File: src/rtl/fir_cell_pkg.sv
package fir_cell_pkg;
  typedef enum logic [1:0] {
    DECIM_NONE = 2'd0,
    DECIM_BY2  = 2'd1,
    DECIM_BY3  = 2'd2,
    DECIM_BY4  = 2'd3
  } decim_e;

  localparam int unsigned DEF_DATA_W = 8;
  localparam int unsigned DEF_COEF_W = 8;
  localparam int unsigned DEF_ACC_W  = 26;
endpackage

File: src/rtl/fir_cell_mult.sv
module fir_cell_mult #(
  parameter int unsigned DATA_W = 8,
  parameter int unsigned COEF_W = 8,
  parameter int unsigned PROD_W = DATA_W + COEF_W + 2
) (
  input  logic [DATA_W-1:0]        data_i,
  input  logic [COEF_W-1:0]        coef_i,
  input  logic                     data_signed_i,
  input  logic                     coef_signed_i,
  output logic signed [PROD_W-1:0] prod_o
);
  // one guard bit makes unsigned and signed operands share a signed multiplier
  logic signed [DATA_W:0] data_x;
  logic signed [COEF_W:0] coef_x;

  assign data_x = {data_signed_i & data_i[DATA_W-1], data_i};
  assign coef_x = {coef_signed_i & coef_i[COEF_W-1], coef_i};
  assign prod_o = data_x * coef_x;
endmodule

File: src/rtl/fir_cell_acc.sv
module fir_cell_acc #(
  parameter int unsigned PROD_W = 18,
  parameter int unsigned ACC_W  = 26
) (
  input  logic                     clk_i,
  input  logic                     rst_ni,
  input  logic                     erase_i,
  input  logic signed [PROD_W-1:0] prod_i,
  output logic [ACC_W-1:0]         acc_o
);
  localparam int unsigned EXT_W = ACC_W - PROD_W;

  logic [ACC_W-1:0] prod_ext;
  logic [ACC_W-1:0] base;
  logic [ACC_W-1:0] acc_q;

  assign prod_ext = {{EXT_W{prod_i[PROD_W-1]}}, prod_i};
  assign base     = erase_i ? '0 : acc_q;

  always_ff @(posedge clk_i or negedge rst_ni) begin
    if (!rst_ni) acc_q <= '0;
    else         acc_q <= base + prod_ext;  // wraps modulo 2^ACC_W
  end

  assign acc_o = acc_q;
endmodule

File: src/rtl/fir_cell_decim.sv
module fir_cell_decim #(
  parameter int unsigned WIDTH  = 8,
  parameter int unsigned STAGES = 3,
  parameter int unsigned SEL_W  = $clog2(STAGES + 1)
) (
  input  logic             clk_i,
  input  logic             rst_ni,
  input  logic [SEL_W-1:0] sel_i,
  input  logic [WIDTH-1:0] data_i,
  output logic [WIDTH-1:0] data_o
);
  logic [WIDTH-1:0] tap [STAGES+1];
  logic [WIDTH-1:0] pick;
  logic [WIDTH-1:0] out_q;

  assign tap[0] = data_i;

  for (genvar g = 0; g < STAGES; g++) begin : g_stage
    logic [WIDTH-1:0] stage_q;
    always_ff @(posedge clk_i or negedge rst_ni) begin
      if (!rst_ni) stage_q <= '0;
      else         stage_q <= tap[g];
    end
    assign tap[g+1] = stage_q;
  end

  always_comb begin
    pick = tap[STAGES];
    for (int i = 0; i <= STAGES; i++) begin
      if (int'(sel_i) == i) pick = tap[i];
    end
  end

  always_ff @(posedge clk_i or negedge rst_ni) begin
    if (!rst_ni) out_q <= '0;
    else         out_q <= pick;
  end

  assign data_o = out_q;
endmodule

File: src/rtl/fir_mac_cell.sv
module fir_mac_cell #(
  parameter int unsigned DATA_W       = fir_cell_pkg::DEF_DATA_W,
  parameter int unsigned COEF_W       = fir_cell_pkg::DEF_COEF_W,
  parameter int unsigned ACC_W        = fir_cell_pkg::DEF_ACC_W,
  parameter int unsigned DECIM_STAGES = 3,
  parameter int unsigned SEL_W        = $clog2(DECIM_STAGES + 1)
) (
  input  logic              clk_i,
  input  logic              rst_ni,
  input  logic [DATA_W-1:0] sample_i,
  input  logic [COEF_W-1:0] coef_i,
  input  logic              coef_en_i,
  input  logic              data_signed_i,
  input  logic              coef_signed_i,
  input  logic [SEL_W-1:0]  decim_sel_i,
  input  logic              erase_i,
  output logic [ACC_W-1:0]  acc_o,
  output logic [DATA_W-1:0] sample_o,
  output logic [COEF_W-1:0] coef_o
);
  localparam int unsigned PROD_W = DATA_W + COEF_W + 2;

  logic signed [PROD_W-1:0] prod;
  logic [COEF_W-1:0]        coef_q;

  fir_cell_mult #(
    .DATA_W(DATA_W), .COEF_W(COEF_W), .PROD_W(PROD_W)
  ) u_mult (
    .data_i       (sample_i),
    .coef_i       (coef_i),
    .data_signed_i(data_signed_i),
    .coef_signed_i(coef_signed_i),
    .prod_o       (prod)
  );

  fir_cell_acc #(.PROD_W(PROD_W), .ACC_W(ACC_W)) u_acc (
    .clk_i  (clk_i),
    .rst_ni (rst_ni),
    .erase_i(erase_i),
    .prod_i (prod),
    .acc_o  (acc_o)
  );

  fir_cell_decim #(
    .WIDTH(DATA_W), .STAGES(DECIM_STAGES), .SEL_W(SEL_W)
  ) u_decim (
    .clk_i (clk_i),
    .rst_ni(rst_ni),
    .sel_i (decim_sel_i),
    .data_i(sample_i),
    .data_o(sample_o)
  );

  always_ff @(posedge clk_i or negedge rst_ni) begin
    if (!rst_ni)        coef_q <= '0;
    else if (coef_en_i) coef_q <= coef_i;
  end

  assign coef_o = coef_q;
endmodule

File: config.mk
export PLATFORM = sky130hd
export DESIGN_NAME = fir_mac_cell
export DESIGN_NICKNAME = d
export VERILOG_FILES = /design/src/rtl/fir_cell_pkg.sv /design/src/rtl/fir_cell_mult.sv /design/src/rtl/fir_cell_acc.sv /design/src/rtl/fir_cell_decim.sv /design/src/rtl/fir_mac_cell.sv
export SDC_FILE = /design/constraint.sdc
export NUM_CORES = 1
export LEC_CHECK = 0
export ABC_AREA = 1
export BUFFER_PORTS_ARGS = -buffer_cell sky130_fd_sc_hd__buf_2
export CAP_MARGIN = 30
export CELL_PAD_IN_SITES_DETAIL_PLACEMENT = 1
export CELL_PAD_IN_SITES_GLOBAL_PLACEMENT = 1
export CORE_MARGIN = 3
export CORE_UTILIZATION = 45
export CTS_CLUSTER_DIAMETER = 200
export CTS_CLUSTER_SIZE = 30
export DETAILED_ROUTE_END_ITERATION = 8
export GPL_TIMING_DRIVEN = 0
export PLACE_DENSITY_LB_ADDON = 0.2
export SLEW_MARGIN = 5
export SYNTH_ARGS = -nofsm -noshare
export SYNTH_HDL_FRONTEND = slang
export SYNTH_HIERARCHICAL = 1
export SYNTH_SLANG_ARGS = --single-unit
File: constraint.sdc
create_clock -name clk_i -period 2.33 [get_ports clk_i]
set_input_delay 0.3495 -clock clk_i [delete_from_list [all_inputs] [get_ports clk_i]]
set_output_delay 0.3495 -clock clk_i [all_outputs]
set_load 0.05 [all_outputs]
==> qor.yml <==
setup_path:
  reg2reg_slack_ns: -0.15
  worstPathArrival_ns: 5.96
  crit_path_max_incr_delay_ns: 0.58
  slowest_stage: "fa_1"
  critPathCaptureType: "flip-flop"
  critical_path.max_fanout: 6
  r2r-end: "u_acc/acc_o[24]$_DFF_PN0_"
  setup.worst_path.start_class: "primary input"
  crit_required_ns: 2.57
  cp_common_cell: "nand2_1"
  r2r_cells: 14
  timing.rr.start: "u_acc/acc_o[0]$_DFF_PN0_"
  worstSetupPathType: "in2reg"
finish:
  layout.cells.non_filler: 1386
  antennaDiodeCount: 0
  fillers: 1909
  fin_nets: 1323
  syn_to_final_growth_pct: 39.4
  drive_gt1_share_pct: 32.9
clocking:
  path_clk_slew_ns: 0.06
  cts_tree: "yes"
  worst_skew_pair.late_latency_ns: 0.36
  cts_root_buf: "clkbuf_16"
  clk_path_buf_depth: 2
  cts_max_level: 3
  cts_sinks: 66
  cts_buffers: 9
synthesis:
  synth.net_count: 1206
  synth_top_area_cell: "dfrtp_1"
  synth_common_cells: "323 x nand2_1, 265 x inv_1, 71 x fa_1"
  ys_ff_latch: 66
  syn_inst: 1048
  yosysTopAreaCellShare_pct: 22.1
  ys_seq_area_share_pct: 22.1
  syn_avg_cell_area_um2: 7.14
  synth-async-reset-ratio_pct: 100
  synth_warnings: 6
  yosysUniqueCellTypes: 32
  synth_most_common_cell: "nand2_1"
  synthFlopType: "dfrtp_1"
  netlist_area_mm2: 0.00748
  synthTopCellsByArea: "dfrtp_1 22%, fa_1 19%, nand2_1 16%"
  synth_edf_count: 0
grt:
  grt_pass1_wl_um: 42100
  grt_pass1_vias: 8221
  antenna_found_initial: 0
  grt_overflow: 0
  grt_max_degree: 63
  grt_usage_pct: 29.9
status:
  violations: "setup timing"
  status: "finished with violations"
routing:
  wl_per_cell_um: 25.1
  vias: 7893
  vias_per_cell: 5.69
  first_iter_violations: 546
  ant_nets: 0
  drc: 0
  wirelength_um: 34700
  drt-pass1-iter-count: 5
run:
  drv_cap: 0
timing:
  drv_slew: 0
  fmax_ghz: 0.175
  maxSlewHeadroom_pct: 54.3
  rsz0062_at_grt: "yes"
  period_needed_ns: 5.72
  finClkSkew_ns: 0.0149
  finalCritPeriodShare_pct: 245
  setup_slack_ns: -3.39
  setup_tns_ns: -63.34
  hold_viol: 0
  setup_viol: 23
  worst_pin_slew_ns: 0.685
floorplan:
  fp.coreArea_mm2: 0.0161
  start_util_pct: 46.6
  die_h_um: 135
  io-pin-count: 66
  fp.dieW_um: 135
  dieArea_mm2: 0.0182
  num_rows: 46
min_path:
  hold_depth: 1
  worstHoldPathType: "in2reg"
  hp-start: "sample_i[2]"
  min_to: "u_decim/g_stage[0].stage_q[2]$_DFF_PN0_"
placed_design:
  port-buffer-count: 61
  gp_congestion: 0.850
  hpwl_um: 17900
  place_inst: 1326
[cell type report]
type / instances / area, um^2 / area share, %
Sequential cell: 66 / 1650 / 15.8
Tap cell: 216 / 270 / 2.59
Buffer: 13 / 163 / 1.56
Clock buffer: 10 / 239 / 2.29
Clock inverter: 6 / 88.8 / 0.851
Timing Repair Buffer: 117 / 971 / 9.30
Inverter: 269 / 1030 / 9.87
Multi-Input combinational cell: 689 / 6020 / 57.7
[logic make-up (layout without fill, tap and decap cells)]
kind of cell	count (synthesis)	in the layout	share of synthesized area [%]
xor+xnor	21	21	2.46
fa+ha+maj	134	134	29.5
simple gates	492	492	27.5
flops	66	66	22.1
compound gates	42	42	3.18
buf+inv	293	415	15.2
[worst max path at each step]
stage	startpoint	endpoint	slack, ns
after floorplan	sample_i[7]	u_acc/acc_o[24]$_DFF_PN0_	-2.85
after global placement	coef_i[5]	u_acc/acc_o[24]$_DFF_PN0_	-3.52
after detailed placement	coef_i[5]	u_acc/acc_o[24]$_DFF_PN0_	-3.73
after CTS	sample_i[7]	u_acc/acc_o[24]$_DFF_PN0_	-3.09
after global routing	sample_i[3]	u_acc/acc_o[24]$_DFF_PN0_	-3.52
final	data_signed_i	u_acc/acc_o[23]$_DFF_PN0_	-3.39
[cell usage in the layout, fill, tap and decap left out, types with 6 or more instances in the layout]
master	Yosys	layout
inv_1	265	227
nor2_4	1	16
buf_8	0	8
nand4_1	10	10
buf_6	5	19
xnor2_1	9	8
nor2_2	9	11
nand2_8	0	6
buf_12	0	6
nand2_1	323	256
a21oi_2	1	12
ha_4	0	48
fa_1	71	64
buf_2	2	45
fa_2	0	7
nand3_2	4	9
a21oi_1	24	10
dfrtp_1	66	66
nand2_2	10	45
o21ai_0	6	6
inv_2	3	37
clkbuf_16	0	12
nand2_4	0	26
ha_1	63	14
nand3_1	55	48
xor2_1	12	9
nor2_1	69	52
buf_4	0	42
[flip-flops by register name (all words and copies together), names as in the netlist]
| register | count |
|---|---|
| coef_o | 8 |
| u_acc/acc_o | 26 |
| u_decim/g_stage.stage_q | 24 |
| u_decim/data_o | 8 |
[stage by stage]
stage | utilization (%) | setup slack, ns | instance area (um^2) | hold slack [ns]
CTS | 60.8 | -3.09 | 9760 | 0.147
global placement | 54.7 | -3.52 | 8780 | 0.355
floorplan | - | -2.85 | 8210 | 0.0539
finish | 65.0 | -3.39 | 10400 | 0.151
global route | 65.0 | -3.52 | 10400 | 0.145
detailed placement | 54.9 | -3.73 | 8810 | 0.167
[worst max-delay path: cells and delay by family]
family	cells	cell delay, ns
and+or+nand+nor	16	1.56
AOI/OAI and AO/OA	1	0.28
adders and majority gates	7	3.17
buffers and inverters	6	0.56
[per-layer routing]
metal	GRT usage, %	vias to the layer above	wire length [um]	part of all wire, %
met5	0	-	0	0
met4	14.3	0	2240	6.4
met3	5.51	180	2300	6.6
met2	54.8	428	17700	51
met1	33.3	3971	12500	36
li1	-	3314	-	-
[what timing repair did]
action	CTS	global route
gates resized for setup	110	134
setup endpoints to repair	23	23
pin swaps	61	58
endpoints found under the hold margin	4	0
gates cloned	0	1
hold buffers	1	0
buffers inserted	29	25
Power is left out: the tool's default activity adds up to more than one toggle a clock period on the data nets, which glitch-free logic cannot reach.
